**config.mk**
```make
export PLATFORM = sky130hd
export DESIGN_NAME = delay_trigger_gen
export DESIGN_NICKNAME = d
export VERILOG_FILES = /design/src/rtl/pdt_pkg.sv /design/src/rtl/pdt_regs.sv /design/src/rtl/pdt_counter.sv /design/src/rtl/pdt_pretrig.sv /design/src/rtl/delay_trigger_gen.sv
export SDC_FILE = /design/constraint.sdc
export NUM_CORES = 1
export LEC_CHECK = 0
export BUFFER_PORTS_ARGS = -buffer_cell sky130_fd_sc_hd__buf_2
export CAP_MARGIN = 20
export CORE_MARGIN = 1
export CORE_UTILIZATION = 60
export CTS_CLUSTER_SIZE = 10
export DETAILED_ROUTE_END_ITERATION = 6
export PLACE_DENSITY = 0.91
export SYNTH_ARGS = -nofsm -noshare
export SYNTH_HDL_FRONTEND = slang
export SYNTH_SLANG_ARGS = --single-unit
```
**constraint.sdc**
```tcl
create_clock -name clk -period 11.3 [get_ports clk]
set_input_delay 1.13 -clock clk [delete_from_list [all_inputs] [get_ports clk]]
set_output_delay 1.13 -clock clk [all_outputs]
set_load 0.02 [all_outputs]
```
**src/rtl/pdt_pkg.sv**
```systemverilog
// Package: shared types and helpers for the delay trigger generator.
// Assumes the control word layout described in the brief.
package pdt_pkg;

    // Width of the prescaler counter: largest divide is 128 * 40 = 5120.
    localparam int PSW = 13;

    typedef struct packed {
        logic [1:0] mul;
        logic [2:0] pre;
        logic [3:0] sel;
        logic       cont;
        logic       en;
    } ctrl_t;

    // Multiplier code to factor.
    function automatic int unsigned mult_of(input logic [1:0] code);
        case (code)
            2'd0:    return 1;
            2'd1:    return 10;
            2'd2:    return 20;
            default: return 40;
        endcase
    endfunction

endpackage

```
**src/rtl/pdt_regs.sv**
```systemverilog
// Module: register file with shadow buffers and the commit path.
// Assumes one write per clock, NCH <= 4 and NCH*NPT <= 56 so the address map fits.
module pdt_regs
    import pdt_pkg::*;
#(
    parameter int NCH = 2,
    parameter int NPT = 2,
    parameter int CW  = 16,
    parameter int AW  = 6
) (
    input  logic                       clk,
    input  logic                       rst_n,
    input  logic                       wr_en,
    input  logic [AW-1:0]              wr_addr,
    input  logic [31:0]                wr_data,
    output ctrl_t                      ctrl,
    output logic                       sw_go,
    output logic                       irq_clr,
    output logic                       load_pending,
    output logic [CW-1:0]              mod_act,
    output logic [CW-1:0]              mod_buf,
    output logic [CW-1:0]              idly_act,
    output logic [NCH*NPT-1:0][CW-1:0] dly_act,
    output logic [NCH-1:0][NPT-1:0]    ch_en,
    output logic [NCH-1:0][NPT-1:0]    ch_tos,
    output logic [NCH-1:0][NPT-1:0]    ch_b2b
);
    localparam int NPTR   = NCH * NPT;
    localparam int A_CTRL = 0;
    localparam int A_MOD  = 1;
    localparam int A_IDLY = 2;
    localparam int A_CH   = 4;
    localparam int A_DLY  = 8;

    logic                       ctrl_wr;
    logic                       ldok_q;
    logic [CW-1:0]              idly_buf;
    logic [NPTR-1:0][CW-1:0]    dly_buf;

    assign ctrl_wr      = wr_en && (wr_addr == AW'(A_CTRL));
    assign irq_clr      = ctrl_wr && wr_data[13];
    assign load_pending = ldok_q;

    // Control word fields.
    always_ff @(posedge clk) begin
        if (!rst_n) begin
            ctrl <= '0;
        end else if (ctrl_wr) begin
            ctrl.en   <= wr_data[0];
            ctrl.cont <= wr_data[1];
            ctrl.sel  <= wr_data[7:4];
            ctrl.pre  <= wr_data[10:8];
            ctrl.mul  <= wr_data[12:11];
        end
    end

    // Self-clearing software start and commit request (commit needs enable in the same write).
    always_ff @(posedge clk) begin
        if (!rst_n) begin
            sw_go  <= 1'b0;
            ldok_q <= 1'b0;
        end else begin
            sw_go <= ctrl_wr && wr_data[3];
            if (ctrl_wr)     ldok_q <= wr_data[2] && wr_data[0];
            else if (ldok_q) ldok_q <= 1'b0;
        end
    end

    // Shadow buffers written from the port.
    always_ff @(posedge clk) begin
        if (!rst_n) begin
            mod_buf  <= '1;
            idly_buf <= '0;
            dly_buf  <= '0;
        end else if (wr_en) begin
            if (wr_addr == AW'(A_MOD))  mod_buf  <= wr_data[CW-1:0];
            if (wr_addr == AW'(A_IDLY)) idly_buf <= wr_data[CW-1:0];
            for (int i = 0; i < NPTR; i++)
                if (wr_addr == AW'(A_DLY + i)) dly_buf[i] <= wr_data[CW-1:0];
        end
    end

    // Live values, copied from the shadows in the commit clock.
    always_ff @(posedge clk) begin
        if (!rst_n) begin
            mod_act  <= '1;
            idly_act <= '0;
            dly_act  <= '0;
        end else if (ldok_q) begin
            mod_act  <= mod_buf;
            idly_act <= idly_buf;
            dly_act  <= dly_buf;
        end
    end

    // Per-channel mask words, unbuffered.
    always_ff @(posedge clk) begin
        if (!rst_n) begin
            ch_en  <= '0;
            ch_tos <= '0;
            ch_b2b <= '0;
        end else if (wr_en) begin
            for (int c = 0; c < NCH; c++)
                if (wr_addr == AW'(A_CH + c)) begin
                    ch_en[c]  <= wr_data[NPT-1:0];
                    ch_tos[c] <= wr_data[8 +: NPT];
                    ch_b2b[c] <= wr_data[16 +: NPT];
                end
        end
    end

endmodule

```
**src/rtl/pdt_counter.sv**
```systemverilog
// Module: start selection, prescaler, period counter and interrupt flag.
// Assumes the source select picks from {software start, ext_trig[14:0]}.
// Exposes the next count and event strobes so the pre-trigger stages register in step.
module pdt_counter
    import pdt_pkg::*;
#(
    parameter int CW = 16
) (
    input  logic          clk,
    input  logic          rst_n,
    input  ctrl_t         ctrl,
    input  logic          sw_go,
    input  logic [14:0]   ext_trig,
    input  logic [CW-1:0] mod_act,
    input  logic [CW-1:0] idly_act,
    input  logic          irq_clr,
    output logic [CW-1:0] count,
    output logic          running,
    output logic [CW-1:0] cnt_next,
    output logic          cnt_evt,
    output logic          start_evt,
    output logic          irq_flag
);
    logic [15:0]    src;
    logic           start_req;
    logic [PSW-1:0] div_last;
    logic [PSW-1:0] pc_q, pc_n;
    logic           run_n;

    assign src       = {sw_go, ext_trig};
    assign start_req = src[ctrl.sel];

    // Last prescaler state: (2^P) * M - 1.
    always_comb div_last = PSW'((32'd1 << ctrl.pre) * mult_of(ctrl.mul) - 32'd1);

    // Next-state for count, prescaler and run flag.
    always_comb begin
        cnt_next  = count;
        run_n     = running;
        pc_n      = pc_q;
        cnt_evt   = 1'b0;
        start_evt = 1'b0;
        if (!ctrl.en) begin
            cnt_next = '0;
            run_n    = 1'b0;
            pc_n     = '0;
        end else if (!running) begin
            if (start_req) begin
                start_evt = 1'b1;
                cnt_evt   = 1'b1;
                cnt_next  = '0;
                run_n     = 1'b1;
                pc_n      = '0;
            end
        end else if (pc_q == div_last) begin
            pc_n = '0;
            if (count >= mod_act) begin
                if (ctrl.cont) begin
                    cnt_next = '0;
                    cnt_evt  = 1'b1;
                end else begin
                    run_n = 1'b0;
                end
            end else begin
                cnt_next = count + 1'b1;
                cnt_evt  = 1'b1;
            end
        end else begin
            pc_n = pc_q + 1'b1;
        end
    end

    // Counter state registers.
    always_ff @(posedge clk) begin
        if (!rst_n) begin
            count   <= '0;
            running <= 1'b0;
            pc_q    <= '0;
        end else begin
            count   <= cnt_next;
            running <= run_n;
            pc_q    <= pc_n;
        end
    end

    // Sticky interrupt flag: set on compare, cleared by write, held low while disabled.
    always_ff @(posedge clk) begin
        if (!rst_n)                                irq_flag <= 1'b0;
        else if (!ctrl.en)                         irq_flag <= 1'b0;
        else if (cnt_evt && cnt_next == idly_act)  irq_flag <= 1'b1;
        else if (irq_clr)                          irq_flag <= 1'b0;
    end

endmodule

```
**src/rtl/pdt_pretrig.sv**
```systemverilog
// Module: pre-trigger pulse stage for one channel.
// Assumes the count event strobes are one clock wide; outputs are registered one-clock pulses.
// Pre-trigger 0 has no lower neighbour, so its chaining bit is not wired.
module pdt_pretrig #(
    parameter int NPT = 2,
    parameter int CW  = 16
) (
    input  logic                   clk,
    input  logic                   rst_n,
    input  logic                   blk_en,
    input  logic                   cnt_evt,
    input  logic                   start_evt,
    input  logic [CW-1:0]          cnt_next,
    input  logic [NPT-1:0][CW-1:0] dly,
    input  logic [NPT-1:0]         en,
    input  logic [NPT-1:0]         tos,
    input  logic [NPT-1:0]         b2b,
    input  logic [NPT-1:0]         ack,
    output logic [NPT-1:0]         pulse
);
    logic [NPT-1:0] fire;

    for (genvar k = 0; k < NPT; k++) begin : g_pt
        logic by_cmp;
        assign by_cmp = tos[k] ? (cnt_evt && cnt_next == dly[k]) : start_evt;
        if (k == 0) begin : g_head
            assign fire[k] = by_cmp;
        end else begin : g_chain
            assign fire[k] = b2b[k] ? ack[k-1] : by_cmp;
        end
    end

    // Registered, masked pulse outputs.
    always_ff @(posedge clk) begin
        if (!rst_n)      pulse <= '0;
        else if (blk_en) pulse <= fire & en;
        else             pulse <= '0;
    end

endmodule

```
**src/rtl/delay_trigger_gen.sv**
```systemverilog
// Module: top of the programmable delay trigger generator.
// Assumes a single clock domain; ext_trig and pt_ack are synchronous to clk.
module delay_trigger_gen
    import pdt_pkg::*;
#(
    parameter int NCH = 2,
    parameter int NPT = 2,
    parameter int CW  = 16,
    parameter int AW  = 6
) (
    input  logic                 clk,
    input  logic                 rst_n,
    input  logic                 wr_en,
    input  logic [AW-1:0]        wr_addr,
    input  logic [31:0]          wr_data,
    input  logic [14:0]          ext_trig,
    input  logic [NCH*NPT-1:0]   pt_ack,
    output logic [NCH*NPT-1:0]   pt_out,
    output logic                 irq_flag,
    output logic                 load_pending,
    output logic [CW-1:0]        count,
    output logic                 running
);
    localparam int NPTR = NCH * NPT;

    ctrl_t                    ctrl_w;
    logic                     sw_go, irq_clr;
    logic                     blk_en;
    logic [CW-1:0]            mod_act, mod_buf, idly_act, cnt_next;
    logic                     cnt_evt, start_evt;
    logic [NPTR-1:0][CW-1:0]  dly_act;
    logic [NCH-1:0][NPT-1:0]  ch_en, ch_tos, ch_b2b;

    assign blk_en = ctrl_w.en;

    pdt_regs #(.NCH(NCH), .NPT(NPT), .CW(CW), .AW(AW)) u_regs (
        .clk(clk), .rst_n(rst_n), .wr_en(wr_en), .wr_addr(wr_addr), .wr_data(wr_data),
        .ctrl(ctrl_w), .sw_go(sw_go), .irq_clr(irq_clr), .load_pending(load_pending),
        .mod_act(mod_act), .mod_buf(mod_buf), .idly_act(idly_act), .dly_act(dly_act),
        .ch_en(ch_en), .ch_tos(ch_tos), .ch_b2b(ch_b2b)
    );

    pdt_counter #(.CW(CW)) u_cnt (
        .clk(clk), .rst_n(rst_n), .ctrl(ctrl_w), .sw_go(sw_go), .ext_trig(ext_trig),
        .mod_act(mod_act), .idly_act(idly_act), .irq_clr(irq_clr),
        .count(count), .running(running), .cnt_next(cnt_next),
        .cnt_evt(cnt_evt), .start_evt(start_evt), .irq_flag(irq_flag)
    );

    for (genvar c = 0; c < NCH; c++) begin : g_ch
        pdt_pretrig #(.NPT(NPT), .CW(CW)) u_pt (
            .clk(clk), .rst_n(rst_n), .blk_en(blk_en), .cnt_evt(cnt_evt),
            .start_evt(start_evt), .cnt_next(cnt_next),
            .dly(dly_act[c*NPT +: NPT]), .en(ch_en[c]), .tos(ch_tos[c]), .b2b(ch_b2b[c]),
            .ack(pt_ack[c*NPT +: NPT]), .pulse(pt_out[c*NPT +: NPT])
        );
    end

endmodule

```
# --- Word-level counts from Yosys, hierarchy flattened ---
# Index checks and enable logic that the tools add are counted.
op_classes:
  addsub: 3
  multipliers: 1
  order_cmp: 2
  eq_ne: 16
  shift: 1
  muxes: 30
  bitwise: 2
  n_reduce_logical: 23
ops:
  columns: ["op", "count"]
  rows:
  - ["16-bit 2-to-1 mux", 6]
  - ["16-bit equality test", 5]
  - ["13-bit 2-to-1 mux", 3]
  - ["32-bit by 6-bit multiplier with 13-bit output", 1]
  - ["1-bit by 3-bit left shift with 32-bit output, first input constant", 1]
  - ["6-bit by 4-bit equality test with 1-bit output, second input constant", 4]
  - ["2-bit AND reduction", 10]
  - ["1-bit 2-to-1 mux", 19]
  - ["6-bit one-hot mux with 3 select lines", 1]
  - ["16-bit by 1-bit adder with 16-bit output, second input constant", 1]
  - ["16-bit >= comparator", 1]
  - ["13-bit by 1-bit adder with 13-bit output, second input constant", 1]
  - ["13-bit equality test", 1]
  - ["13-bit by 1-bit subtractor with 13-bit output, second input constant", 1]
  - ["6-bit by 3-bit equality test with 1-bit output, second input constant", 2]
  - ["1-bit logical AND", 9]
  - ["6-bit by 1-bit equality test with 1-bit output, second input constant", 1]
  - ["6-bit by 2-bit equality test with 1-bit output, second input constant", 1]
  - ["6-bit zero test", 1]
  - ["4-bit by 5-bit less-than comparator with 1-bit output, second input constant", 1]
  - ["2-bit AND", 2]
  - ["1-bit binary-select mux with 4-bit select", 1]
  - ["2-bit nonzero test", 2]
  - ["2-bit by 1-bit equality test with 1-bit output, second input constant", 1]
  - ["other kinds (2)", 2]
word_totals:
  regBits: 252
  out_inout_bits: 23
  elab_cells: 109

# --- Longest topological paths before layout ---
logic_depth:
  word_depth: 13
  mapped_depth: 28
  ltp_nobuf: 23

# --- Cells and area by module ---
# A second synthesis with hierarchy kept.
hier_totals:
  cells_unflattened: 1528
  hier_area_um2: 13918.3
modules_own_cells:
  columns: ["module", "instances", "cells_per_inst", "area_each_um2"]
  rows:
  - ["pdt_regs", 1, 750, 8067.7]
  - ["pdt_counter", 1, 672, 4979.8]
  - ["pdt_pretrig", 2, 53, 435.4]

# --- Worst setup path before layout ---
# Ideal clock, no wire load.
synth_path:
  kind: "register to register"
  startpoint: "reg, netlist name u_regs.ctrl[10]"
  endpoint: "reg g_ch[0].u_pt.pulse[1]"
  arrival_time_ns: 6.325
  t_required_ns: 11.181
  path_slack_ns: 4.856
  stages_incl_launch_ff: 25
  n_path_buf: 5
  cell_sequence: "dfxtp_1 clkbuf_1 clkbuf_1 buf_1 nand3_1 fa_1 fa_1 fa_1 inv_1 fa_1 ha_1 o21ai_1 and3_1 nor4b_2 mux2i_1 nand4bb_1 buf_6 or4b_4 buf_6 a21oi_2 o21bai_4 nor4b_1 or4_1 nand4_1 o31ai_2"
synth_via:
  elab_chain_cells: 13
synth_rtl:
  columns: ["element", "line_no", "source"]
  rows:
  - ["2-bit equality test, or another cell as far along", "pdt_pkg.sv:18", "case (code)"]
  - ["6-bit one-hot mux with 3 select lines *", "pdt_pkg.sv:18", null]
  - ["32-bit by 6-bit multiplier with 13-bit output *", "pdt_counter.sv:34", "always_comb div_last = PSW'((32'd1 << ctrl.pre) * mult_of(ctrl.mul) - 32'd1);"]
  - ["13-bit by 1-bit subtractor with 13-bit output *", "pdt_counter.sv:34", null]
  - ["13-bit equality test *", "pdt_counter.sv:55", "end else if (pc_q == div_last) begin"]
  - ["16-bit 2-to-1 mux", "pdt_counter.sv:55", null]
  - ["16-bit 2-to-1 mux", "pdt_counter.sv:47", "end else if (!running) begin"]
  - ["16-bit 2-to-1 mux", "pdt_counter.sv:43", "if (!ctrl.en) begin"]
  - ["16-bit equality test", "pdt_pretrig.sv:25", "assign by_cmp = tos[k] ? (cnt_evt && cnt_next == dly[k]) : start_evt;"]
  - ["1-bit logical AND *", "pdt_pretrig.sv:25", null]
  - ["1-bit 2-to-1 mux *", "pdt_pretrig.sv:25", null]
  - ["1-bit 2-to-1 mux *", "pdt_pretrig.sv:29", "assign fire[k] = b2b[k] ? ack[k-1] : by_cmp;"]
  - ["2-bit AND *", "pdt_pretrig.sv:36", "else if (blk_en) pulse <= fire & en;"]
  - ["end signal, assigned", "pdt_pretrig.sv:36", null]
  - ["end, declared", "pdt_pretrig.sv:19", "output logic [NPT-1:0] pulse"]
# Every way passes the cells marked *; elsewhere a longest branch is shown, timed or not.
# A chain may end at the register's enable or synchronous reset.

# --- Worst setup path after layout ---
layout_path:
  startpoint: "reg, netlist name u_regs.ctrl[9]"
  endpoint: "reg g_ch[0].u_pt.pulse[0]"
layout_via:
  elab_chain_cells: 12
layout_rtl:
  columns: ["element", "line_no"]
  rows:
  - ["2-bit equality test, or another cell as far along", "pdt_pkg.sv:18"]
  - ["6-bit one-hot mux with 3 select lines *", "pdt_pkg.sv:18"]
  - ["32-bit by 6-bit multiplier with 13-bit output *", "pdt_counter.sv:34"]
  - ["13-bit by 1-bit subtractor with 13-bit output *", "pdt_counter.sv:34"]
  - ["13-bit equality test *", "pdt_counter.sv:55"]
  - ["16-bit 2-to-1 mux", "pdt_counter.sv:55"]
  - ["16-bit 2-to-1 mux", "pdt_counter.sv:47"]
  - ["16-bit 2-to-1 mux", "pdt_counter.sv:43"]
  - ["16-bit equality test", "pdt_pretrig.sv:25"]
  - ["1-bit logical AND *", "pdt_pretrig.sv:25"]
  - ["1-bit 2-to-1 mux *", "pdt_pretrig.sv:25"]
  - ["2-bit AND *", "pdt_pretrig.sv:36"]
# Marked as above.

==> summary.md <==
| Metric | Value |
|---|---|
| DRC marker count from the first detailed-route iteration | 1582 |
| Count of buffers added by post-CTS timing repair for setup | 0 |
| Count of TritonRoute iterations in the first routing pass | 7 |
| Max-slew headroom at the worst pin | 24.7% |
| Maximum number of pins on one net before global-route repair | 116 |
| Fraction of layout instances using a drive strength above 1 | 9.61% |
| Max-capacitance violation count | 0 |
| CP delay by family, top | simple AND/OR/NAND/NOR gates |
| Status | completed |
| Number of max-slew violations in the final report | 0 |
| Final antenna-violating net count | 0 |
| Final cycle utilization of the critical path | 78.3% |
| Worst Reg2Reg Path Length in Cells | 20 |
| Number of rows created at floorplan | 57 |
| Starting Density | 61.4% |
| Crit path buf inv count | 1 |
| Endpoint class of the critical path | flip-flop |
| Final Hold Vio Count | 0 |
| Overall fraction of global-route tracks in use | 35.0% |
| Number of hold-repair buffers added at the cts stage | 0 |
| Unique cell type count in the Yosys netlist | 98 |
| Combinational fraction of design power | 6.0% |
| Clock slew at the register clock pins of the worst setup and hold paths | 0.05 ns |
| Setup Crit Path Kind | flip-flop to flip-flop |
| Antenna violations before repair | 0 |
| Setup repair after global routing missed its margin | no |
| Internal power of the cells | 1400 uW |
| Part of the power in the clock network | 45.7% |
| CTS max path bufs | 3 |
| DRC violations left | 0 |
| Number of H-tree levels | 1 |
| Leading register cell type out of synthesis | dfxtp_1 |
| Number of warnings printed during yosys synthesis | 0 |
| Pwr/cell area | 113 nW/um2 |
| Critical path's largest stage delay | 0.98 ns |
| Wire length of the first global-routing pass | 70400 um |
| Count of port buffers added during placement | 65 |
| Number of enable flip-flop cells after synthesis | 0 |
| Post-Route Setup TNS | 0 ns |
| Total number of vias | 13400 |
| Number of filler cells placed in the layout | 1913 |
| Number of cells on the critical path | 20 |
| Cell at the root of the clock tree | clkbuf_16 |
| Share of flip-flops with an asynchronous set or reset | 0% |
| Arrival time reported for the critical path endpoint | 9.32 ns |
| Req. time, crit path | 11.77 ns |
| CP most frequent cell | fa_1 |
| CTS tree | yes |
| Number of antenna cells inserted | 0 |
| Net switching fraction of the power | 23.8% |
| Post-DR vias/cell | 6.50 |
| Leakage power | 0.00576 uW |
| Chain of cells forming the critical path | nor2b_1 -> nand3_1 -> fa_1 -> fa_1 -> fa_1 -> inv_1 -> fa_1 -> ha_1 -> o21ai_1 -> a21oi_1 -> o2111ai_1 -> nor4_1 -> nand4bb_1 -> nor4b_4 -> nor2_2 -> a21oi_1 -> a21oi_1 -> or3_1 -> a32o_1 -> o21ai_1 |
| Largest voltage drop on the vdd net | 0.123 mV |
| Number of global-route vias before repair | 12700 |
| I/O pin count | 83 |
| Count of cells resized by post-cts repair | 0 |
| Layout overhead on the synthesized area | 8.27% |
| Netlist area before placement | 15000 um2 |
| Grt ovf | 0 |
| Wire length per cell | 22.2 um |
| Number of standard cells after synthesis | 1725 |
| Max Fanout on Critical Path | 20 |
| WL final | 45800 um |
| Number of synthesized register bits | 250 |
| Final estimated routing congestion in global placement | 1.03 |
| Period minus WS final | 8.85 ns |
| Worst Setup Start Kind | flip-flop |
| Final setup vio count | 0 |
| Hold Path Stages | 2 |
| Kind of path behind the tightest hold check | flip-flop to flip-flop |
| Post-layout nets | 1864 |
| Die area | 25600 um2 |
| Non-filler cells, final | 2061 |
| Mapped Nets | 1859 |
| Worst-skew pair later-pin latency | 0.56 ns |
| Placed cells | 2022 |
| Synthesized area per cell | 8.68 um2 |
| Clock Skews | 0.0160 ns |
| Die outline height | 160 um |
| Clock net sink count | 250 |
| Total core area | 24400 um2 |
| Sequential fraction of design power | 48.3% |
| Total half-perimeter wirelength after legalization and detailed placement | 31800 um |
| Max Clock Freq | 113 MHz |
| Horizontal die dimension | 160 um |
| Sequential fraction of the synthesis area | 33.4% |
| Net Sw Power | 436 uW |
| Cell with the largest stage delay on the worst path | a21oi_1 |
| Slew of the pin with the lowest slew margin | 1.13 ns |
| Inserted Clock Buffers | 29 |
cells in the mapped netlist (30+ instances only):
library cell	instances	area share (%)
dfxtp_1	250	33
nor2b_1	150	6.3
nor2_1	79	2.0
nand2_1	210	5.3
a21boi_0	42	2.1
ha_1	48	4.0
nor3_1	30	1.0
a21oi_1	66	2.2
o21ai_0	46	1.5
clkbuf_1	82	2.1
inv_1	69	1.7
mux2i_1	149	10
nand3_1	51	1.7
stage by stage:
stage	setup slack (ns)	instance area, um2	total power (uW)	hold WS, ns	util [%]
global placement	2.86	15400	1010	0.450	63.1
detailed placement	2.73	15400	1010	0.456	63.1
floorplan	4.86	15000	978	0.441	-
global route	2.23	16200	1880	0.487	66.5
CTS	2.68	16200	1830	0.466	66.4
finish	2.45	16200	1830	0.469	66.5
flip-flops by register name, indices dropped and copies added (netlist names), 2 cells and up:
name / flops
u_regs.ch_en: 4
u_cnt.count: 16
u_regs.dly_buf: 64
g_ch.u_pt.pulse: 4
u_regs.ch_tos: 4
u_regs.mod_buf: 16
u_regs.idly_act: 16
u_regs.mod_act: 16
u_regs.ch_b2b: 2
u_regs.dly_act: 64
u_regs.ctrl: 11
u_cnt.pc_q: 13
u_regs.idly_buf: 16
cell type report:
cell class | instances | area [um2] | area share [%]
clock buffers | 37 | 786 | 4.85
clock inverters | 1 | 20.0 | 0.123
inverters | 70 | 263 | 1.62
multi-input cells | 1297 | 9260 | 57.1
flip-flops and latches | 250 | 5010 | 30.9
well taps | 324 | 405 | 2.50
repair buffers | 82 | 475 | 2.93
logic make-up (layout without fill, tap and decap cells):
family          Yosys count  after routing  synth area share, %
xor+xnor                 39             39                 2.51
compound gates          327            327                 15.8
fa+ha+maj                74             74                 7.48
buf+inv                 178            190                 4.81
simple gates            701            701                 25.1
flops                   250            250                 33.4
mux                     156            156                 10.9
routing by layer:
metal	track usage, %	vias to the layer above	wire, um
met5	0	-	0
met3	5.04	167	4080
met4	18.8	0	2610
li1	-	6120	-
met1	44.8	6413	18100
met2	57.0	700	21100
power groups by stage:
stage | combinational (uW) | sequential, uW | clock (uW)
5_1_grt | 114 | 885 | 877
3_5_place_dp | 106 | 904 | 0
3_3_place_gp | 105 | 904 | 0
2_1_floorplan | 74.3 | 904 | 0
6_report | 111 | 885 | 837
4_1_cts | 106 | 885 | 836
worst min-delay path, cell delays in order (launching register included):
cell and delay (ns):
dfxtp_1 0.31, nand2_1 0.05, a21boi_0 0.06
placed cells by master (no fill, tap or decap), types with 8 or more instances in the layout:
cell / netlist / layout
dfxtp_1: 250 / 248
nand2_1: 210 / 210
nor2b_1: 150 / 150
mux2i_1: 149 / 149
nor2_1: 79 / 77
inv_1: 69 / 69
a21oi_1: 66 / 66
buf_2: 15 / 64
nand3_1: 51 / 51
ha_1: 48 / 48
o21ai_0: 46 / 46
a21boi_0: 42 / 42
nor3_1: 30 / 30
clkbuf_16: 0 / 29
and3_1: 28 / 28
o211ai_1: 28 / 28
nand2b_1: 26 / 26
fa_1: 26 / 26
xnor2_1: 22 / 22
nand4_1: 18 / 18
buf_4: 1 / 17
nor4_1: 15 / 15
or3_1: 14 / 14
a21o_1: 14 / 14
xor2_1: 14 / 14
nand3b_1: 14 / 14
and2_1: 13 / 13
nor4b_1: 11 / 11
o2111ai_1: 11 / 11
a31oi_1: 9 / 9
o22ai_1: 8 / 8
nand4b_1: 8 / 8
worst paths after layout:
kind / slack [ns] / start / endpoint
worst max-delay path: 2.45 / u_regs.ctrl[9] / g_ch[0].u_pt.pulse[0]
worst min-delay path: 0.47 / u_regs.dly_buf[48] / u_regs.dly_buf[48]
worst max register to register: 2.45 / u_regs.ctrl[9] / g_ch[0].u_pt.pulse[0]
worst min register to register: 0.47 / u_regs.dly_buf[48] / u_regs.dly_buf[48]
No activity file was read; power rests on OpenSTA's default activity.
